[config.mk]
export PLATFORM = sky130hd
export DESIGN_NAME = xorix_mul_top
export DESIGN_NICKNAME = d
export VERILOG_FILES = /design/src/rtl/xm_pkg.sv /design/src/rtl/xm_ctrl.sv /design/src/rtl/xm_perm.sv /design/src/rtl/xm_acc.sv /design/src/rtl/xorix_mul_top.sv
export SDC_FILE = /design/constraint.sdc
export NUM_CORES = 1
export LEC_CHECK = 0
export BUFFER_PORTS_ARGS = -buffer_cell sky130_fd_sc_hd__buf_2
export CORE_MARGIN = 2
export CORE_UTILIZATION = 58
export CTS_BUF_LIST = sky130_fd_sc_hd__clkbuf_8 sky130_fd_sc_hd__clkbuf_16
export CTS_CLUSTER_DIAMETER = 50
export DETAILED_ROUTE_END_ITERATION = 16
export PLACE_DENSITY_LB_ADDON = 0.15
export REMOVE_ABC_BUFFERS = 1
export SYNTH_ARGS = -nofsm -noshare
export SYNTH_HDL_FRONTEND = slang
export SYNTH_SLANG_ARGS = --single-unit
[constraint.sdc]
create_clock -name clk -period 2.7 [get_ports clk]
set_input_delay 0.405 -clock clk [delete_from_list [all_inputs] [get_ports clk]]
set_output_delay 0.405 -clock clk [all_outputs]
set_load 0.005 [all_outputs]
[src/rtl/xm_pkg.sv]
package xm_pkg;
    localparam int unsigned XM_W  = 32;
    localparam int unsigned XM_LW = $clog2(XM_W);

    typedef enum logic {
        XM_IDLE = 1'b0,
        XM_RUN  = 1'b1
    } xm_state_e;

    typedef struct packed {
        logic [XM_W-1:0] mcand;
        logic [XM_W-1:0] mplier;
    } xm_opnd_t;
endpackage

[src/rtl/xm_ctrl.sv]
module xm_ctrl #(
    parameter int unsigned W  = xm_pkg::XM_W,
    localparam int unsigned LW = $clog2(W)
) (
    input  logic          clk,
    input  logic          rst,
    input  logic          start,
    output logic          accept,
    output logic          run,
    output logic          fin,
    output logic [LW-1:0] step
);
    import xm_pkg::*;

    xm_state_e st_q;
    logic      last;

    assign accept = (st_q == XM_IDLE) && start;
    assign run    = (st_q == XM_RUN);
    assign last   = (step == LW'(W - 1));

    always_ff @(posedge clk) begin
        if (rst) begin
            st_q <= XM_IDLE;
            step <= '0;
            fin  <= 1'b0;
        end else begin
            fin <= 1'b0;
            case (st_q)
                XM_IDLE: begin
                    if (accept) begin
                        st_q <= XM_RUN;
                        step <= '0;
                    end
                end
                XM_RUN: begin
                    step <= step + 1'b1;
                    if (last) begin
                        st_q <= XM_IDLE;
                        fin  <= 1'b1;
                    end
                end
                default: st_q <= XM_IDLE;
            endcase
        end
    end
endmodule

[src/rtl/xm_perm.sv]
module xm_perm #(
    parameter int unsigned W  = xm_pkg::XM_W,
    localparam int unsigned LW = $clog2(W)
) (
    input  logic [W-1:0]  din,
    input  logic [LW-1:0] ctl,
    output logic [W-1:0]  dout
);
    logic [LW:0][W-1:0] stg;

    assign stg[0] = din;

    for (genvar s = 0; s < LW; s++) begin : g_stage
        for (genvar i = 0; i < W; i++) begin : g_bit
            assign stg[s+1][i] = ctl[s] ? stg[s][i ^ (1 << s)] : stg[s][i];
        end
    end

    assign dout = stg[LW];
endmodule

[src/rtl/xm_acc.sv]
module xm_acc #(
    parameter int unsigned W  = xm_pkg::XM_W,
    localparam int unsigned LW = $clog2(W)
) (
    input  logic            clk,
    input  logic            rst,
    input  logic            accept,
    input  logic            run,
    input  logic [LW-1:0]   step,
    input  xm_pkg::xm_opnd_t opnd_in,
    input  logic [W-1:0]    perm_out,
    output logic [W-1:0]    mcand_q,
    output logic [W-1:0]    acc_q
);
    xm_pkg::xm_opnd_t op_q;

    assign mcand_q = op_q.mcand;

    always_ff @(posedge clk) begin
        if (rst) begin
            op_q  <= '0;
            acc_q <= '0;
        end else if (accept) begin
            op_q  <= opnd_in;
            acc_q <= '0;
        end else if (run && op_q.mplier[step]) begin
            acc_q <= acc_q ^ perm_out;
        end
    end
endmodule

[src/rtl/xorix_mul_top.sv]
module xorix_mul_top (
    input  logic        clk,
    input  logic        rst,
    input  logic        start,
    input  logic [31:0] x,
    input  logic [31:0] y,
    output logic        busy,
    output logic        done,
    output logic [31:0] result
);
    import xm_pkg::*;

    logic             accept;
    logic             run;
    logic [XM_LW-1:0] step;
    logic [XM_W-1:0]  mcand_q;
    logic [XM_W-1:0]  perm_out;
    xm_opnd_t         opnd_in;

    assign opnd_in.mcand  = x;
    assign opnd_in.mplier = y;

    xm_ctrl #(.W(XM_W)) ctrl_i (
        .clk(clk), .rst(rst), .start(start),
        .accept(accept), .run(run), .fin(done), .step(step)
    );

    xm_perm #(.W(XM_W)) perm_i (
        .din(mcand_q), .ctl(step), .dout(perm_out)
    );

    xm_acc #(.W(XM_W)) acc_i (
        .clk(clk), .rst(rst), .accept(accept), .run(run), .step(step),
        .opnd_in(opnd_in), .perm_out(perm_out),
        .mcand_q(mcand_q), .acc_q(result)
    );

    assign busy = run;
endmodule

==> results of run 1 <==
-- critical path: cells and delay by family, from the launching register on --
| kind | cells | cell delay (ns) |
|---|---|---|
| flops | 1 | 0.59 |
| simple gates | 2 | 0.26 |
| compound gates | 2 | 0.15 |
| buf+inv | 2 | 0.47 |
| mux | 2 | 0.85 |
-- worst max path at each step --
stage	startpoint	endpoint	slack, ns	cells after the start
after floorplan	ctrl_i.step[1]	acc_i.acc_q[25]	-1.06	5
after global placement	ctrl_i.step[2]	acc_i.acc_q[16]	0.34	6
after detailed placement	ctrl_i.step[2]	acc_i.acc_q[16]	0.28	6
after CTS	ctrl_i.step[2]	acc_i.acc_q[16]	0.26	6
after global routing	ctrl_i.step[2]	acc_i.acc_q[16]	0.09	6
final	ctrl_i.step[1]	acc_i.acc_q[17]	0.26	8
-- synthesized netlist by cell type, types with 2 or more instances --
master | count | area [sq um]
buf_4 | 12 | 90.1
or3_1 | 26 | 163
o21ai_1 | 7 | 35.0
dfxtp_1 | 103 | 2060
clkbuf_1 | 31 | 116
buf_1 | 4 | 15.0
nor2b_1 | 4 | 25.0
o211ai_1 | 6 | 45.0
nand2_1 | 152 | 571
buf_6 | 5 | 56.3
mux2_2 | 24 | 270
mux2i_1 | 36 | 360
ha_1 | 2 | 25.0
mux4_2 | 66 | 1490
buf_2 | 6 | 30.0
o21ai_2 | 4 | 35.0
nor2_1 | 9 | 33.8
a22oi_1 | 32 | 240
a21oi_1 | 90 | 450
mux4_1 | 6 | 158
or4_1 | 6 | 45.0
nor3b_1 | 3 | 22.5
buf_12 | 3 | 60.1
a21oi_2 | 4 | 35.0
nand2b_1 | 2 | 12.5
o21ai_0 | 16 | 80.1
clkbuf_2 | 2 | 10.0
-- stage by stage --
stage               std cells   util  setup WS, ns  hold slack, ns
floorplan                 609      -         -1.06           0.425
global route              891  0.662        0.0919           0.275
CTS                       891  0.662         0.257           0.268
detailed placement        875  0.635         0.279           0.446
finish                    891  0.662         0.261           0.276
global placement          875  0.635         0.335           0.438
-- final cells by class --
class	instances	share of cell area
inverters	1	0.000501
flip-flops and latches	103	0.276
clock inverters	6	0.00902
clock buffers	10	0.0319
well taps	143	0.0239
multi-input cells	505	0.561
repair buffers	123	0.0982
-- cell families after synthesis --
| family | after synthesis | share of synthesized area |
|---|---|---|
| AO/OA/AOI/OAI | 163 | 0.146 |
| adder cells (fa/ha/maj) | 2 | 0.00376 |
| buffers and inverters | 65 | 0.0596 |
| multiplexers | 132 | 0.342 |
| XOR/XNOR | 1 | 0.00132 |
| flip-flops | 103 | 0.310 |
| AND/OR/NAND/NOR | 207 | 0.137 |
-- per-layer routing --
metal | GRT usage | wire length (um)
met5 | 0 | 0
met4 | 0.127 | 509
met3 | 0.0421 | 911
met2 | 0.438 | 7800
met1 | 0.337 | 6420
-- placed cells by master, fill, tap and decap left out, drive strengths merged, types with 2 or more instances in the layout --
cell    count
nor2b       4
dfxtp     103
a21oi      94
buf       123
or4         6
nor3b       4
mux2       24
nand2     152
mux2i      36
mux4       72
inv         2
o211ai      6
clkinv      3
nand2b      2
ha          2
or3        26
clkbuf     10
nor2        9
o21ai      27
a22oi      32
-- report_power, final --
part           switching (uW)  internal, uW  leakage (uW)  total (uW)
clock                     593           750      0.000151        1340
combinational             257           253       0.00173         510
sequential               84.5          1580      0.000842        1660
total                     935          2580       0.00273        3520
-- registers in the layout, summed over array words and instances (netlist names) --
signal and count:
ctrl_i.fin 1, ctrl_i.step 5, acc_i.mcand_q 32, acc_i.op_q 32, acc_i.acc_q 32, ctrl_i.run 1
==> flow_summary.json, run 1 <==
{
  "status": "finished, final reports clean",
  "vias_per_cell": 6.30,
  "min_period_over_period": 0.903,
  "fin_nets": 812,
  "dpl-instance-area_sq_um": 7190,
  "worst_pin_slew_ns": 1.06,
  "hpwl_mm": 11.4,
  "place.gp.congestion": 0.882,
  "gr-total-overflow": 0,
  "min-delay-start": "y[17]",
  "route.detailed.drc": 0,
  "antenna_found_initial": 0,
  "layout_min_cycle_time_ns": 2.44,
  "hold_viol": 0,
  "core-area_sq_um": 11300,
  "grt_pass1_vias": 5448,
  "crit_fanout": 17,
  "avgSynthCellArea_sq_um": 9.88,
  "dr.pass1.iters": 5,
  "cts_buffers": 9,
  "die_y_um": 111,
  "crit_path_end_kind": "flop",
  "hold_buffers": 0,
  "num_io_pins": 101,
  "cts_buffer_depth": 2,
  "dieWidth_um": 111,
  "wl_per_cell_um": 17.5,
  "n_fill_cell": 901,
  "clk-insertion-delay-late_ns": 0.36,
  "grt_start_max_net_pins": 66,
  "p_leak_uw": 0.00273,
  "setup_violations": 0,
  "final-max-slew-violation-count": 0,
  "synth_area_sq_um": 6650,
  "synth_edf_count": 0,
  "yosysWarningCount": 0,
  "hold_depth": 3,
  "min_to": "acc_i.op_q[17]",
  "max_stage_delay_ns": 0.59,
  "cpMostUsedCell": "buf_4",
  "h-tree-depth": 3,
  "cap_violations": 0,
  "fin_setup_tns_ns": 0,
  "dieArea_sq_um": 12300,
  "worstReg2RegEnd": "acc_i.acc_q[17]",
  "power_density_nw_per_um2": 469,
  "drive_gt1_frac": 0.330,
  "initial_utilization": 0.587,
  "grt_pass1_wl_mm": 26.6,
  "wirelength_mm": 15.6,
  "synth_cells": 673,
  "slew_headroom": 0.292,
  "cts-root-buf": "clkbuf_16",
  "hold_path_class": "in2reg",
  "reg2reg_from": "ctrl_i.step[1]",
  "antenna_cells": 0,
  "cts_tree": "built",
  "vias": 5613,
  "crit_chain": "buf_4 -> mux4_2 -> mux2i_1 -> buf_4 -> a22oi_1 -> nand2_1 -> or3_1 -> a21oi_1",
  "grtUsageTotal": 0.263,
  "area_growth_syn_to_layout_pct": 12.7,
  "cts.sinks": 103,
  "total_power_uw": 3520,
  "ys_ff_latch": 103,
  "ys_types": 39,
  "multiInputGateArea_sq_um": 4200,
  "io_buffers": 100,
  "drt_iter0_markers": 435,
  "reg2reg_depth": 8,
  "clock_skew_ns": 0.00440,
  "ant_nets": 0,
  "seqCellArea_sq_um": 2070,
  "slowest_stage": "dfxtp_2",
  "max_freq_ghz": 0.410,
  "final_cell_area_sq_um": 7490,
  "arrival_ns": 2.68,
  "ys_async_sr_fraction": 0,
  "required_ns": 2.94,
  "rrSetupSlack_ns": 0.26,
  "ys_seq_area_frac": 0.310,
  "vdd.ir_drop.worst_uv": 419,
  "cts_resized": 0,
  "crit_type": "reg2reg",
  "synth_ff_type": "dfxtp_1",
  "postCtsSetupRepairBufs": 0,
  "cp-start-kind": "flop",
  "std_cell_rows": 39,
  "rsz0062_at_grt": "false",
  "clkTransAtPathRegs_ns": 0.07
}
Note: power is estimated with default switching activity, not from simulation.
==> inputs of run 2 (changes only) <==
==> constraint.sdc (replaced) <==
create_clock -name clk -period 2.4 [get_ports clk]
set_input_delay 0.36 -clock clk [delete_from_list [all_inputs] [get_ports clk]]
set_output_delay 0.36 -clock clk [all_outputs]
set_load 0.005 [all_outputs]
==> run 2 against run 1 <==
Net effect: clock-buffer cell count unchanged; highest routed layer unchanged; largest cell class unchanged; power up 14%; critical path type unchanged; clock power is 16% higher; critical path depth decreased by 2; largest power group unchanged.
==> flow_summary.json, run 2 (same netlist as run 1, synthesis figures left out) <==
{
  "worst_pin_slew_ns": 1.04,
  "cts-root-buf": "clkbuf_16",
  "place.gp.congestion": 0.881,
  "reg2reg_from": "ctrl_i.step[0]",
  "power.switching_uw": 1090,
  "max_freq_ghz": 0.439,
  "power_density_nw_per_um2": 529,
  "final-max-slew-violation-count": 0,
  "setup_violations": 0,
  "grt_start_max_net_pins": 65,
  "reg2reg_depth": 6,
  "max_stage_delay_ns": 0.50,
  "dpl-instance-area_sq_um": 7280,
  "die_y_um": 111,
  "slowest_stage": "buf_4",
  "fin_nets": 820,
  "multiInputGateArea_sq_um": 4200,
  "min_to": "acc_i.op_q[17]",
  "crit_type": "reg2reg",
  "cap_violations": 0,
  "core-area_sq_um": 11300,
  "dieArea_sq_um": 12300,
  "crit_fanout": 35,
  "drt_iter0_markers": 316,
  "layout.cells.non_filler": 899,
  "worst_path_dominant_cell_family": "multiplexers",
  "ant_nets": 0,
  "n_fill_cell": 914,
  "vias": 5660,
  "seqCellArea_sq_um": 2070,
  "cts_buffer_depth": 2,
  "rrSetupSlack_ns": 0.12,
  "crit_path_end_kind": "flop",
  "layout_min_cycle_time_ns": 2.28,
  "required_ns": 2.70,
  "seqPwrFrac": 0.465,
  "whs_ns": 0.240,
  "final_cell_area_sq_um": 7600,
  "grtUsageTotal": 0.268,
  "cts_resized": 0,
  "worstReg2RegEnd": "acc_i.acc_q[30]",
  "route.detailed.drc": 0,
  "drive_gt1_frac": 0.337,
  "min-delay-start": "y[17]",
  "io_buffers": 100,
  "dieWidth_um": 111,
  "cp_num_buf_inv": 1,
  "clock_skew_ns": 0.0102,
  "initial_utilization": 0.587,
  "p_int_uw": 2930,
  "mostFrequentLayoutCells": "nand2_1, buf_2, dfxtp_1",
  "pwr-share-clk": 0.387,
  "arrival_ns": 2.57,
  "cts.sinks": 103,
  "postCtsSetupRepairBufs": 0,
  "crit_chain": "buf_4 -> mux4_1 -> mux2i_1 -> mux2_2 -> or4_1 -> nand2_1",
  "min_period_over_period": 0.949,
  "swShare": 0.271,
  "hold_buffers": 0,
  "grt_pass1_vias": 5537,
  "rsz0062_at_grt": "false",
  "gr-total-overflow": 0,
  "clkTransAtPathRegs_ns": 0.07,
  "clk-insertion-delay-late_ns": 0.35,
  "p_leak_uw": 0.00277,
  "hold_path_class": "in2reg",
  "hold_depth": 3,
  "cp-start-kind": "flop",
  "wirelength_mm": 15.9,
  "wl_per_cell_um": 17.7,
  "slew_headroom": 0.303,
  "area_growth_syn_to_layout_pct": 14.3,
  "antenna_found_initial": 0,
  "cts_buffers": 9,
  "finish.utilization": 0.671,
  "status": "finished, final reports clean",
  "dr.pass1.iters": 7,
  "grt_pass1_wl_mm": 27.1,
  "h-tree-depth": 3,
  "cts_tree": "built",
  "final_common_cell": "nand2_1",
  "std_cell_rows": 39,
  "num_io_pins": 101,
  "antenna_cells": 0,
  "vias_per_cell": 6.30,
  "hold_viol": 0,
  "vdd.ir_drop.worst_uv": 307,
  "startpoint": "ctrl_i.step[0]",
  "placed_cells_incl_taps": 883,
  "combPwrFrac": 0.149,
  "hpwl_mm": 11.4
}
## run 2: cell types whose count changed in the layout (fill, tap and decap cells not counted), sizes merged
cell      previous run  this run
clkinvlp             1         2
clkinv               3         2
buf                123       131
## run 2: power groups by stage
stage                     clock [uW]  combinational (uW)  sequential (uW)
after floorplan                    0                 365             1890
after global placement             0                 576             1900
after detailed placement           0                 593             1910
after CTS                       1570                 596             1870
after global routing            1640                 659             1880
final                           1550                 598             1870
## run 2: stage by stage
stage / power [uW] / setup TNS [ns] / setup WS [ns]
floorplan: 2260 / -81.13 / -1.36
global placement: 2480 / 0 / 0.182
detailed placement: 2500 / 0 / 0.138
CTS: 4040 / 0 / 0.138
global route: 4180 / 0 / 0.00893
finish: 4020 / 0 / 0.123
## run 2: area by class of cell
type	instances	area share
inverters	1	0.000494
clock inverters	6	0.0100
flip-flops and latches	103	0.272
repair buffers	131	0.110
well taps	143	0.0235
clock buffers	10	0.0314
multi-input cells	505	0.553
## run 2: worst reg2reg max path: stages, from the launching register on
cell     delay (ns)
dfxtp_2        0.43
buf_4          0.50
mux4_1         0.39
mux2i_1        0.09
mux2_2         0.29
or4_1          0.46
nand2_1        0.07
## run 2: how the worst max path moves through the flow
stage / to / slack, ns / cells after the start
floorplan: acc_i.acc_q[25] / -1.36 / 5
global placement: acc_i.acc_q[30] / 0.18 / 6
detailed placement: acc_i.acc_q[11] / 0.14 / 8
CTS: acc_i.acc_q[30] / 0.14 / 6
global route: acc_i.acc_q[13] / 0.009 / 7
finish: acc_i.acc_q[30] / 0.12 / 6
## run 2: metal layers
layer	wire, um	part of all wire	GRT usage
met4	331	0.021	0.0922
met3	947	0.060	0.0514
met1	6700	0.42	0.346
met2	7900	0.50	0.454
met5	0	0	0
==> inputs of run 3 (changes only) <==
==> constraint.sdc (replaced) <==
create_clock -name clk -period 2.4 [get_ports clk]
set_input_delay 0.24 -clock clk [delete_from_list [all_inputs] [get_ports clk]]
set_output_delay 0.24 -clock clk [all_outputs]
set_load 0.005 [all_outputs]
==> run 3 against run 2 <==
Net effect: die area unchanged; highest routed layer unchanged; fmax is 2.0% higher; core utilization rose by 0.077 points; critical path type unchanged; sequential share of layout area about the same.
==> flow_summary.json, run 3 (same netlist as run 1, synthesis figures left out) <==
{
  "status": "finished, final reports clean",
  "route.detailed.drc": 0,
  "wl_per_cell_um": 17.6,
  "grtUsageTotal": 0.271,
  "vias": 5607,
  "initial_utilization": 0.587,
  "dieWidth_um": 111,
  "arrival_ns": 2.47,
  "dieArea_sq_um": 12300,
  "hold_path_class": "in2reg",
  "fin_nets": 819,
  "gr-total-overflow": 0,
  "hold_viol": 0,
  "met1Wirelength_mm": 6.58,
  "timing.final.ws_setup_ns": 0.169,
  "worst_path_dominant_cell_family": "multiplexers",
  "max_stage_delay_ns": 0.53,
  "h-tree-depth": 3,
  "crit_path_end_kind": "flop",
  "std_cell_rows": 39,
  "met2_length_mm": 7.85,
  "p_leak_uw": 0.00277,
  "cts_buffer_depth": 2,
  "multiInputGateArea_sq_um": 4210,
  "vdd.ir_drop.worst_uv": 390,
  "cts_buffers": 9,
  "power_density_nw_per_um2": 532,
  "crit_chain": "buf_12 -> mux4_2 -> mux2i_1 -> buf_4 -> a22oi_1 -> nand2_1 -> or3_1 -> a21oi_1",
  "dr.pass1.iters": 5,
  "max_freq_ghz": 0.448,
  "clock_skew_ns": 0.00933,
  "crit_fanout": 27,
  "ant_nets": 0,
  "wirelength_mm": 15.8,
  "worst_pin_slew_ns": 1.00,
  "antenna_cells": 0,
  "top_layer_used": "met4",
  "grt_start_max_net_pins": 65,
  "vias_per_cell": 6.25,
  "place_ws_ns": 0.112,
  "hpwl_mm": 11.4,
  "grt_pass1_wl_mm": 27.2,
  "rrSetupSlack_ns": 0.17,
  "required_ns": 2.64,
  "cp_num_buf_inv": 2,
  "cp-start-kind": "flop",
  "crit_type": "reg2reg",
  "area_growth_syn_to_layout_pct": 14.4,
  "core-area_sq_um": 11300,
  "min-delay-start": "y[29]",
  "drt_iter0_markers": 381,
  "die_y_um": 111,
  "layout_min_cycle_time_ns": 2.23,
  "min_period_over_period": 0.930,
  "startpoint": "ctrl_i.step[3]",
  "cts.sinks": 103,
  "final-max-slew-violation-count": 0,
  "clk-insertion-delay-late_ns": 0.36,
  "io_buffers": 100,
  "cts-root-buf": "clkbuf_16",
  "rsz0062_at_grt": "false",
  "place.gp.congestion": 0.904,
  "mostFrequentLayoutCells": "nand2_1, buf_2, dfxtp_1",
  "fin_setup_tns_ns": 0,
  "final_common_cell": "nand2_1",
  "slowest_stage": "mux4_2",
  "n_fill_cell": 902,
  "slew_headroom": 0.331,
  "num_io_pins": 101,
  "seqCellArea_sq_um": 2070,
  "clkTransAtPathRegs_ns": 0.07,
  "setup_violations": 0,
  "reg2reg_from": "ctrl_i.step[3]",
  "antenna_found_initial": 0,
  "cts_tree": "built",
  "grt_pass1_vias": 5650,
  "cap_violations": 0,
  "dr_wl_met3_um": 915,
  "drive_gt1_frac": 0.338,
  "postCtsSetupRepairBufs": 0
}
==> run 3: final cells by class <==
| type | instances | share of cell area |
|---|---|---|
| Clock inverter | 5 | 0.0107 |
| Multi-Input combinational cell | 505 | 0.553 |
| Clock buffer | 10 | 0.0314 |
| Sequential cell | 103 | 0.272 |
| Timing Repair Buffer | 130 | 0.109 |
| Inverter | 1 | 0.000493 |
| Tap cell | 143 | 0.0235 |
==> run 3: report_power, final <==
part	switching [uW]	total [uW]	internal, uW	leakage (uW)
Sequential	93.1	1870	1780	0.000842
Clock	647	1580	938	0.000155
Combinational	295	595	299	0.00178
==> run 3: final timing paths <==
check	end	depth (start not counted)
setup / recovery	acc_i.acc_q[19]	8
hold / removal	acc_i.op_q[29]	3
setup reg to reg	acc_i.acc_q[19]	8
hold reg to reg	acc_i.op_q[9]	2
==> run 3: repair_timing <==
action	in CTS	in global routing
hold buffers	0	0
setup endpoints to repair	0	11
gates resized for setup	0	4
==> run 3: routing by layer <==
layer / vias to the layer above / global-route usage
li1: 2671 / -
met1: 2705 / 0.345
met2: 197 / 0.452
met3: 34 / 0.0503
met4: 0 / 0.121
met5: - / 0
==> run 3: worst register-to-register path, stage by stage, from the launching register on <==
cell	delay [ns]
dfxtp_2	0.51
buf_12	0.23
mux4_2	0.54
mux2i_1	0.27
buf_4	0.19
a22oi_1	0.08
nand2_1	0.13
or3_1	0.11
a21oi_1	0.05
==> run 3: through the flow <==
stage	instances	total power [uW]	instance area, sq um	utilization	hold WS [ns]
floorplan	609	2260	6260	-	0.309
global placement	882	2480	7280	0.643	0.440
detailed placement	882	2500	7280	0.643	0.446
CTS	897	4070	7600	0.671	0.112
global route	897	4210	7610	0.672	0.114
finish	897	4050	7610	0.672	0.114
